## src/rtl/evalSettlePkg.sv

```systemverilog
package evalSettlePkg;
  typedef enum logic [1:0] {S_IDLE, S_REQ, S_WAIT} ctlState_t;

  typedef struct packed {
    logic clear;    // drop count and remembered output
    logic accept;   // count a result and remember it
    logic cfgOpen;  // chain depth may be loaded
  } ctlStb_t;
endpackage

```

## src/rtl/evalSettleDp.sv

```systemverilog
module evalSettleDp
  import evalSettlePkg::*;
#(
  parameter int OUT_W = 16,
  parameter int CNT_W = 4
) (
  input  logic             clk,
  input  logic             rstN,
  input  ctlStb_t          stb,
  input  logic             cfgLoad,
  input  logic [CNT_W-1:0] cfgLen,
  input  logic [OUT_W-1:0] evalOut,
  output logic             lastOne,
  output logic             sameOut,
  output logic [CNT_W-1:0] evalCount
);
  localparam logic [CNT_W:0] ONE = {{CNT_W{1'b0}}, 1'b1};

  logic [CNT_W-1:0] chainLen;
  logic [CNT_W-1:0] cnt;
  logic [OUT_W-1:0] prevOut;
  logic             prevOk;
  logic [CNT_W:0]   cntNext;
  logic [CNT_W:0]   need;

  always_ff @(posedge clk or negedge rstN) begin
    if (!rstN) begin
      chainLen <= '0;
      cnt      <= '0;
      prevOut  <= '0;
      prevOk   <= 1'b0;
    end else begin
      if (stb.cfgOpen && cfgLoad) chainLen <= cfgLen;
      if (stb.clear) begin
        cnt    <= '0;
        prevOk <= 1'b0;
      end else if (stb.accept) begin
        cnt     <= cnt + 1'b1;
        prevOut <= evalOut;
        prevOk  <= 1'b1;
      end
    end
  end

  always_comb begin
    cntNext = {1'b0, cnt} + ONE;
    need    = (chainLen == '0) ? ONE : {1'b0, chainLen};
    lastOne = (cntNext >= need);
    sameOut = prevOk && (evalOut == prevOut);
  end

  assign evalCount = cnt;
endmodule

```

## src/rtl/evalSettleCtl.sv

```systemverilog
module evalSettleCtl
  import evalSettlePkg::*;
(
  input  logic    clk,
  input  logic    rstN,
  input  logic    start,
  input  logic    inChg,
  input  logic    evalValid,
  input  logic    lastOne,
  input  logic    sameOut,
  output ctlStb_t stb,
  output logic    evalReq,
  output logic    done
);
  ctlState_t st, stNext;
  logic      stale, staleNext;
  logic      finish;

  always_comb begin
    stNext     = st;
    staleNext  = stale;
    finish     = 1'b0;
    stb        = '0;
    stb.cfgOpen = (st == S_IDLE);
    case (st)
      S_IDLE: if (start) begin
        stb.clear = 1'b1;
        stNext    = S_REQ;
      end
      S_REQ: begin
        stNext = S_WAIT;
        if (inChg) begin
          stb.clear = 1'b1;
          staleNext = 1'b1;
        end
      end
      S_WAIT: begin
        if (evalValid) begin
          if (inChg || stale) begin
            stb.clear = 1'b1;
            staleNext = 1'b0;
            stNext    = S_REQ;
          end else begin
            stb.accept = 1'b1;
            if (lastOne || sameOut) begin
              finish = 1'b1;
              stNext = S_IDLE;
            end else begin
              stNext = S_REQ;
            end
          end
        end else if (inChg) begin
          stb.clear = 1'b1;
          staleNext = 1'b1;
        end
      end
      default: stNext = S_IDLE;
    endcase
  end

  always_ff @(posedge clk or negedge rstN) begin
    if (!rstN) begin
      st    <= S_IDLE;
      stale <= 1'b0;
      done  <= 1'b0;
    end else begin
      st    <= stNext;
      stale <= staleNext;
      done  <= finish;
    end
  end

  assign evalReq = (st == S_REQ);
endmodule

```

## src/rtl/evalSettle.sv

```systemverilog
module evalSettle
  import evalSettlePkg::*;
#(
  parameter int OUT_W = 16,
  parameter int CNT_W = 4
) (
  input  logic             clk,
  input  logic             rstN,
  input  logic             start,
  input  logic             inChg,
  input  logic             cfgLoad,
  input  logic [CNT_W-1:0] cfgLen,
  input  logic             evalValid,
  input  logic [OUT_W-1:0] evalOut,
  output logic             evalReq,
  output logic             done,
  output logic [CNT_W-1:0] evalCount
);
  ctlStb_t ctlStb;
  logic    lastOne;
  logic    sameOut;

  evalSettleCtl u_ctl (
    .clk(clk), .rstN(rstN), .start(start), .inChg(inChg),
    .evalValid(evalValid), .lastOne(lastOne), .sameOut(sameOut),
    .stb(ctlStb), .evalReq(evalReq), .done(done)
  );

  evalSettleDp #(.OUT_W(OUT_W), .CNT_W(CNT_W)) u_dp (
    .clk(clk), .rstN(rstN), .stb(ctlStb), .cfgLoad(cfgLoad),
    .cfgLen(cfgLen), .evalOut(evalOut), .lastOne(lastOne),
    .sameOut(sameOut), .evalCount(evalCount)
  );
endmodule

```

## config.mk

```make
export PLATFORM = sky130hd
export DESIGN_NAME = evalSettle
export DESIGN_NICKNAME = d
export VERILOG_FILES = /design/src/rtl/evalSettlePkg.sv /design/src/rtl/evalSettleDp.sv /design/src/rtl/evalSettleCtl.sv /design/src/rtl/evalSettle.sv
export SDC_FILE = /design/constraint.sdc
export NUM_CORES = 1
export LEC_CHECK = 0
export BUFFER_PORTS_ARGS = -buffer_cell sky130_fd_sc_hd__buf_2
export CORE_UTILIZATION = 55
export CTS_CLUSTER_DIAMETER = 30
export DETAILED_ROUTE_END_ITERATION = 10
export HOLD_SLACK_MARGIN = 0.02
export PLACE_DENSITY = 0.78
export SYNTH_ARGS = -nofsm -noshare
export SYNTH_HDL_FRONTEND = slang
export SYNTH_SLANG_ARGS = --single-unit
```

## constraint.sdc

```tcl
create_clock -name clk -period 4.73 [get_ports clk]
set_input_delay 0.7095 -clock clk [delete_from_list [all_inputs] [get_ports clk]]
set_output_delay 0.7095 -clock clk [all_outputs]
set_load 0.01 [all_outputs]
```

* Word-level counts from Yosys, hierarchy flattened *
Index checks and enable logic that the tools add are counted.

storage, ports and cells
  register bits after elaboration = 29
  output and inout bits = 6

cells by class
  equal/unequal tests = 6
  order comparisons = 1
  bitwise logic cells = 1
  reductions and logical operators = 11
  add/sub/neg operators = 2
  muxes and demuxes = 26

operators by type and width
  operator                                                          number
  1-bit 2-to-1 mux                                                  18
  16-bit == test                                                    1
  4-bit 2-to-1 mux                                                  3
  2-bit one-hot mux with 3 select lines                             1
  2-bit AND reduction                                               3
  4-bit by 1-bit adder with 5-bit output (second input constant)    1
  5-bit greater-or-equal comparator                                 1
  4-bit by 1-bit adder with 4-bit output (second input constant)    1
  4-bit zero test                                                   1
  2-bit 2-to-1 mux                                                  2
  2-bit != test (second input constant)                             2
  2-bit nonzero test                                                2
  3-bit by 2-bit != test with 1-bit output (second input constant)  1
  1-bit one-hot mux with 3 select lines                             1
  2-bit by 1-bit == test with 1-bit output (second input constant)  1
  2-bit == test (second input constant)                             1
  1-bit logical AND                                                 2
  2-bit zero test                                                   1
  1-bit logical OR                                                  2
  1-bit one-hot mux with 2 select lines                             1
  1-bit inverter                                                    1

* Longest topological paths before layout *
Gate-level depths: netlist of run 1.

  word-level depth = 8
  depth in mapped cells = 7
  mapped depth without buffers = 7

* Hierarchy *
Synthesis of run 1 repeated with hierarchy kept, for this count alone.

unflattened totals
  cell total of the unflattened synthesis = 128
  area total of the unflattened synthesis = 1606.5 sq um

modules (own cells, without submodules)
  module         instances  cells an instance  area an instance (sq um)
  evalSettleDp   1          102                1337.5
  evalSettleCtl  1          26                 269.0

* Worst setup path after synthesis of run 1 *
OpenSTA, ideal clock, no wires.

  kind = register -> register
  start point = register u_ctl.st[0]
  end point = register u_dp.prevOut[10]
  required time = 4605 ps
  arrival = 1786 ps
  slack = 2819 ps
  cell stages (with the launch flop) = 8
  path through = dfrtp_1 > inv_1 > ha_1 > a32oi_1 > a21oi_4 > nor2_4 > buf_6 > mux2_4

on the way
  cells in the longest elaborated chain, start to end = 4
  elaborated cells on any way between the ends = 7
  classes of those cells = eq/ne: 2; mux: 2; bitwise: 1; reduce/logical: 2

ends and longest elaborated chain
  what                                      line                 source
  start, declared                           evalSettleCtl.sv:15  ctlState_t st, stNext;
  start signal, assigned                    evalSettleCtl.sv:67  st <= stNext;
  2-bit == test (tied with other cells)     evalSettleCtl.sv:25  case (st)
  1-bit one-hot mux with 3 select lines     evalSettleCtl.sv:25
  1-bit inverter (no source line)           n/a
  2-bit AND reduction (no source line) (*)  n/a
  end signal, assigned                      evalSettleDp.sv:39   prevOut <= evalOut;
  end, declared                             evalSettleDp.sv:21   logic [OUT_W-1:0] prevOut;

Mark *: on every way between the ends. The rest lies on a longest branch, timed or not.
A chain may end at the register's enable or synchronous reset.

* Worst setup path in the final report of run 1 *
  start point = register u_ctl.st[0]
  end point = register u_dp.prevOut[4]

Same word-level chain as after synthesis.

==> run metrics, run 1 <==
run status=completed; Max Fanout on Critical Path=16; global-route wire length before repair=around 5100 um; post-route cell area=between 1500 and 2000 um2; unrepaired setup endpoints after global routing=no; final hold violation count=0; Unique masters post-synth=33; ANT cells=0; Multi-input gate area=843 um2; Setup WS pre-CTS=roughly 2.4 ns; Yosys warning count=0; Area growth, synth to finish=14.8%; #FFs+latches synth=29; initial core utilization=about three fifths; Iter 0 DRT Violations=21; predominant post-synthesis flop cell=dfrtp_1; WL final=between 2000 and 3000 um; Post-Syn Nets=between 150 and 200; die area=about 3100 um2; register area share after synthesis=45.3%; Max Slew Vio Count=0; Pwr Total=between 700 and 800 uW; startpoint class of the critical path=flop; Cell Count Post-Placement=190; # DRC=0; Die Y=~56 um; max-cap violation count=0; count leader, synth=dfrtp_1; setup TNS=0 ns; R2R Path End=u_dp.prevOut[4]; CTS H-Tree Depth=2; Post-Syn Area per Cell=12.4 um2; I/O Buffers=31; Max Clock Freq=440 MHz; Post-Syn Area=1600 um2; Worst Tran Pin Value=0.630 ns; GP Congestion=between 0.8 and 0.9; vias=~1100; Post-CTS Setup Inserts=0; Vias/cell=5.51; die span in x=approximately 56 um; pin count of the biggest net entering global routing=30; Final Worst Setup Slack=2.46 ns; crit path DAT=2.47 ns; final setup fails=0; Leak=0.000939 uW; Reg2Reg Depth=6; register area=roughly 730 um2; max_slew headroom=about 58%; VDD IR max=approximately 0.31 mV; WL/cell=14.3 um; RR Startpoint=u_ctl.st[0]; CTS tree=built; Root Driver=clkbuf_4; Post-DRT Antenna Nets=0; Synth area leader=dfrtp_1; clock skew=between 0.007 and 0.008 ns; latest clock arrival within the worst-skew pair=~0.31 ns; Synth area leaders=dfrtp_1, xor2_1, mux2_4, ha_1, mux2_1; Bufs on Longest Clock Path=2; hold_buf cts=0; top cell type's share of synthesized area=around 45%; cell count after synthesis=around 130; row cnt=19; # IOs=32; vias in the first global route=approximately 1100; share of layout cells above drive strength 1=approximately 33%; Setup CP Type=flop to flop; R2R Setup Slk=~2.5 ns; DRT Pass-1 Iters=4; fraction of registers with async set/reset=between 90% and 100%; crit end category=flop; final worst-path cycle share=between 40% and 50%; Clock transition at path regs=roughly 0.09 ns; fin nets=roughly 200; # resized after CTS=0; total track usage=~21%; Final HPWL DP=2220 um; Post-synth EDFFs=0; worst endpoint required time=4.93 ns; HP Class=input pin to async pin; final non-filler cell total=197; core footprint=between 2000 and 3000 um2; initial antenna violation count=0; PwrDens=around 430 nW/um2; final worst path period need=roughly 2.3 ns; Fillers=about 230; Sink Count=29; residual overflow from global routing=0; CTS buffer count=5; placed cell area=1790 um2; Post-synth top cells=dfrtp_1, xor2_1, mux2_4, ha_1, mux2_1
==> cell type report <==
class                   count  share of cell area [%]
multi-input cells          93                    45.8
flip-flops and latches     29                    39.4
repair buffers             31                    8.43
clock buffers               7                    2.99
well taps                  31                    2.11
inverters                   6                    1.22
==> cell families (layout without fill, tap and decap cells) <==
| family | count (synthesis) | in the layout | synth area share (%) |
|---|---|---|---|
| flops | 29 | 29 | 45.3 |
| simple gates | 25 | 25 | 9.05 |
| xor+xnor | 21 | 21 | 11.5 |
| mux | 21 | 21 | 17.1 |
| compound gates | 17 | 17 | 7.96 |
| fa+ha+maj | 9 | 9 | 7.03 |
| buf+inv | 7 | 44 | 2.11 |
==> metrics by stage <==
stage / hold slack, ns / utilization, %
after floorplan: 0.414 / -
after global placement: 0.487 / 64.7
after detailed placement: 0.495 / 64.7
after CTS: 0.415 / 66.7
after global routing: 0.427 / 66.7
final: 0.401 / 66.7
==> per-layer routing <==
layer | track usage, % | part of all wire (%) | wire length (um)
met1 | 26.5 | 44 | 1230
met2 | 36.1 | 51 | 1430
met3 | 5.12 | 4.3 | 120
met4 | 8.36 | 1.5 | 41
met5 | 0 | 0 | 0
==> worst max path at each step <==
| stage | slack, ns | start | endpoint |
|---|---|---|---|
| 2_1_floorplan | 2.82 | u_ctl.st[0] | u_dp.prevOut[10] |
| 3_3_place_gp | 2.54 | evalValid | u_dp.prevOut[1] |
| 3_5_place_dp | 2.44 | evalValid | u_dp.prevOut[4] |
| 4_1_cts | 2.45 | u_ctl.st[0] | u_dp.prevOut[4] |
| 5_1_grt | 2.34 | u_ctl.st[0] | u_dp.prevOut[2] |
| 6_report | 2.46 | u_ctl.st[0] | u_dp.prevOut[4] |
==> critical path: stages, from the launching register on <==
cell and delay [ns]:
dfrtp_1 0.43, inv_1 0.09, ha_1 0.28, a32oi_1 0.35
a21oi_4 0.13, nor2_4 0.48, mux2_1 0.39
==> flip-flops by register name, summed over array words and instances (netlist names) <==
register	cells
u_dp.chainLen	4
u_ctl.st	2
u_dp.evalCount	4
u_ctl.done	1
u_dp.prevOut	16
u_ctl.stale	1
u_dp.prevOk	1
==> where the power goes <==
group	internal [uW]	switching [uW]	leakage, uW
registers	314	49.6	0.000381
logic	154	134	0.000526
clock network	70.1	78.6	0.0000314
total	538	262	0.000939
==> layout by cell type, fill, tap and decap left out, types with 3 or more instances in the layout <==
| cell | netlist | final |
|---|---|---|
| nor4_1 | 3 | 3 |
| xnor2_1 | 3 | 3 |
| clkbuf_4 | 0 | 5 |
| nand3_1 | 3 | 3 |
| ha_1 | 9 | 9 |
| mux2_2 | 4 | 4 |
| inv_1 | 6 | 6 |
| xor2_1 | 18 | 18 |
| nor2_1 | 5 | 5 |
| buf_2 | 0 | 31 |
| nand2_1 | 4 | 4 |
| mux2_1 | 7 | 7 |
| a21oi_1 | 3 | 3 |
| mux2_4 | 10 | 10 |
| dfrtp_1 | 29 | 29 |
| o21ai_0 | 3 | 3 |
Note: power is estimated with default switching activity, not from simulation.
==> run 2, diff against run 1 <==
--- a/config.mk
+++ b/config.mk
@@ -6,11 +6,11 @@
 export NUM_CORES = 1
 export LEC_CHECK = 0
 export BUFFER_PORTS_ARGS = -buffer_cell sky130_fd_sc_hd__buf_2
-export CORE_UTILIZATION = 55
+export CORE_UTILIZATION = 49
 export CTS_CLUSTER_DIAMETER = 30
 export DETAILED_ROUTE_END_ITERATION = 10
 export HOLD_SLACK_MARGIN = 0.02
-export PLACE_DENSITY = 0.78
+export PLACE_DENSITY = 0.73
 export SYNTH_ARGS = -nofsm -noshare
 export SYNTH_HDL_FRONTEND = slang
 export SYNTH_SLANG_ARGS = --single-unit
==> constraint.sdc (replaced) <==
create_clock -name clk -period 1.9 [get_ports clk]
set_input_delay 0.285 -clock clk [delete_from_list [all_inputs] [get_ports clk]]
set_output_delay 0.285 -clock clk [all_outputs]
set_load 0.01 [all_outputs]
==> run 2 against run 1 <==
  * Register-to-register slack got worse by 2.4 ns
  * Via count increased by 1.4%
  * Hold slack got worse by 0.21 ns
  * Clock-buffer cell count stayed put
  * Sequential power grew 150%
  * Critical path type unchanged
  * Largest cell class unchanged
  * Highest routed layer unchanged
==> run metrics, run 2 (same netlist as run 1, synthesis figures left out) <==
Post-DRT Antenna Nets=0 (unchanged); total track usage=19.0% (-2.4 points); Vias/cell=5.05 (-8.4%); Bufs on Longest Clock Path=2 (unchanged); final setup fails=0 (unchanged); CP max stage cell=a2111o_1; fin nets=208 (+3.5%); max-cap violation count=0 (unchanged); CTS tree=built; Root Driver=clkbuf_4; # DRC=0 (unchanged); final worst path period need=1.80 ns (-0.468 ns); Max Slew Vio Count=0 (unchanged); post-route cell area=1960 um2 (+6.3%); DRT Pass-1 Iters=4 (unchanged); VDD IR max=0.572 mV (+83%); RR Startpoint=u_ctl.st[0]; Max Clock Freq=554 MHz (+26%); final worst-path cycle share=94.9% (+47 points); CP cell instances=inv_1, ha_2, nor2b_1, a2111o_1, nand4bb_1, o221a_1; Worst Tran Pin Value=0.638 ns (+0.00730 ns); WHS Path Cells=2; worst hold start=cfgLen[0]; residual overflow from global routing=0 (unchanged); Reg2Reg Depth=6 (unchanged); run status=completed; R2R Path End=u_ctl.st[0]; WL final=2880 um (+1.9%); crit path DAT=2.02 ns (-0.45 ns); # IOs=32 (unchanged); Area growth, synth to finish=22.0%; Die Y=59.2 um (+5.7%); Largest register FFs=16 (unchanged); max_slew headroom=57.5% (-0.49 points); vias=1100 (+1.4%); PwrDens=1090 nW/um2 (+150%); initial antenna violation count=0 (unchanged); HP Class=input pin to flop; final hold slack=0.187 ns (-0.214 ns); die area=3500 um2 (+12%); share of layout cells above drive strength 1=38.5% (+5.4 points); CTS buffer count=5 (unchanged); Leak=0.000985 uW (+4.9%); CTS H-Tree Depth=2 (unchanged); initial core utilization=52.1% (-6.0 points); Sink Count=29 (unchanged); most frequent cells in the layout=buf_2, dfrtp_1, xor2_1, mux2_4; pin count of the biggest net entering global routing=30 (unchanged); die span in x=59.2 um (+5.7%); global-route wire length before repair=4840 um (-5.8%); GP Congestion=0.910 (+7.0%); Max Fanout on Critical Path=7 (-9); Setup CP Type=flop to flop; I/O Buffers=31 (unchanged); Final HPWL DP=2170 um (-2.1%); core footprint=3080 um2 (+12%); commonest non-fill, non-tap cell in the layout=buf_2; Iter 0 DRT Violations=71 (+240%); R2R Setup Slk=0.1 ns (-2.36 ns); placed cell area=1850 um2 (+3.7%); vias in the first global route=1138 (-0.35%); clock skew=0.00976 ns (+0.00225 ns); max incr delay on CP=0.43 ns (-0.05 ns); Clock transition at path regs=0.10 ns (about the same); crit end category=flop; unrepaired setup endpoints after global routing=no; largest reg by FF count=u_dp.prevOut; WL/cell=13.2 um (-7.9%); Worst Hold Path EP=u_dp.chainLen[0]; startpoint class of the critical path=flop; Pwr Total=2140 uW (+170%); worst endpoint required time=2.12 ns (-2.81 ns); final hold violation count=0 (unchanged); latest clock arrival within the worst-skew pair=0.32 ns (about the same); row cnt=20 (+1); ANT cells=0 (unchanged)
==> run 2: final cells by class <==
| cell class | instances | area (um2) |
|---|---|---|
| Clock buffer | 7 | 65.1 |
| Fill cell | 259 | 1120 |
| Multi-Input combinational cell | 93 | 860 |
| Clock inverter | 1 | 5.00 |
| Timing Repair Buffer | 38 | 223 |
| Sequential cell | 29 | 726 |
| Inverter | 6 | 22.5 |
| Tap cell | 44 | 55.1 |
==> run 2: per-stage QoR <==
| stage | setup WS [ns] | cells | setup TNS [ns] | util, % |
|---|---|---|---|---|
| 5_1_grt | 0.00936 | 218 | 0 | 63.5 |
| 4_1_cts | 0.0520 | 217 | 0 | 63.0 |
| 6_report | 0.0962 | 218 | 0 | 63.5 |
| 3_3_place_gp | 0.0374 | 207 | 0 | 60.2 |
| 2_1_floorplan | 0.000747 | 129 | 0 | - |
| 3_5_place_dp | -0.0498 | 207 | -0.421 | 60.2 |
==> run 2: worst max path at each step <==
| stage | start | endpoint | slack (ns) |
|---|---|---|---|
| after floorplan | u_ctl.st[0] | u_dp.prevOut[10] | 0.0007 |
| after global placement | u_ctl.st[0] | u_ctl.st[0] | 0.04 |
| after detailed placement | u_ctl.st[0] | u_dp.prevOut[2] | -0.05 |
| after CTS | u_ctl.st[1] | u_ctl.st[0] | 0.05 |
| after global routing | u_ctl.st[0] | u_ctl.st[0] | 0.009 |
| final | u_ctl.st[0] | u_ctl.st[0] | 0.1 |
==> run 2: per-layer routing <==
metal / part of all wire (%) / GRT usage [%]
met2: 48 / 31.5
met4: 1.4 / 8.50
met1: 46 / 23.2
met5: 0 / 0
met3: 4.5 / 5.02
==> run 2: worst max-delay path, delay by kind of cell, from the launching register on <==
family | cells | cell delay [ns]
flip-flops | 1 | 0.37
AO/OA/AOI/OAI | 2 | 0.67
buffers and inverters | 1 | 0.08
AND/OR/NAND/NOR | 2 | 0.35
adder cells (fa/ha/maj) | 1 | 0.23
==> run 2: timing repair <==
action / CTS / global route
buffers inserted: 1 / 1
gates resized for setup: 1 / 3
endpoints found under the setup margin: 17 / 14
hold buffers: 1 / 0
hold endpoints to repair: 29 / 0
==> run 2: report_power, final <==
part           switching [uW]  internal, uW
sequential                111           782
combinational             366           444
clock                     218           214
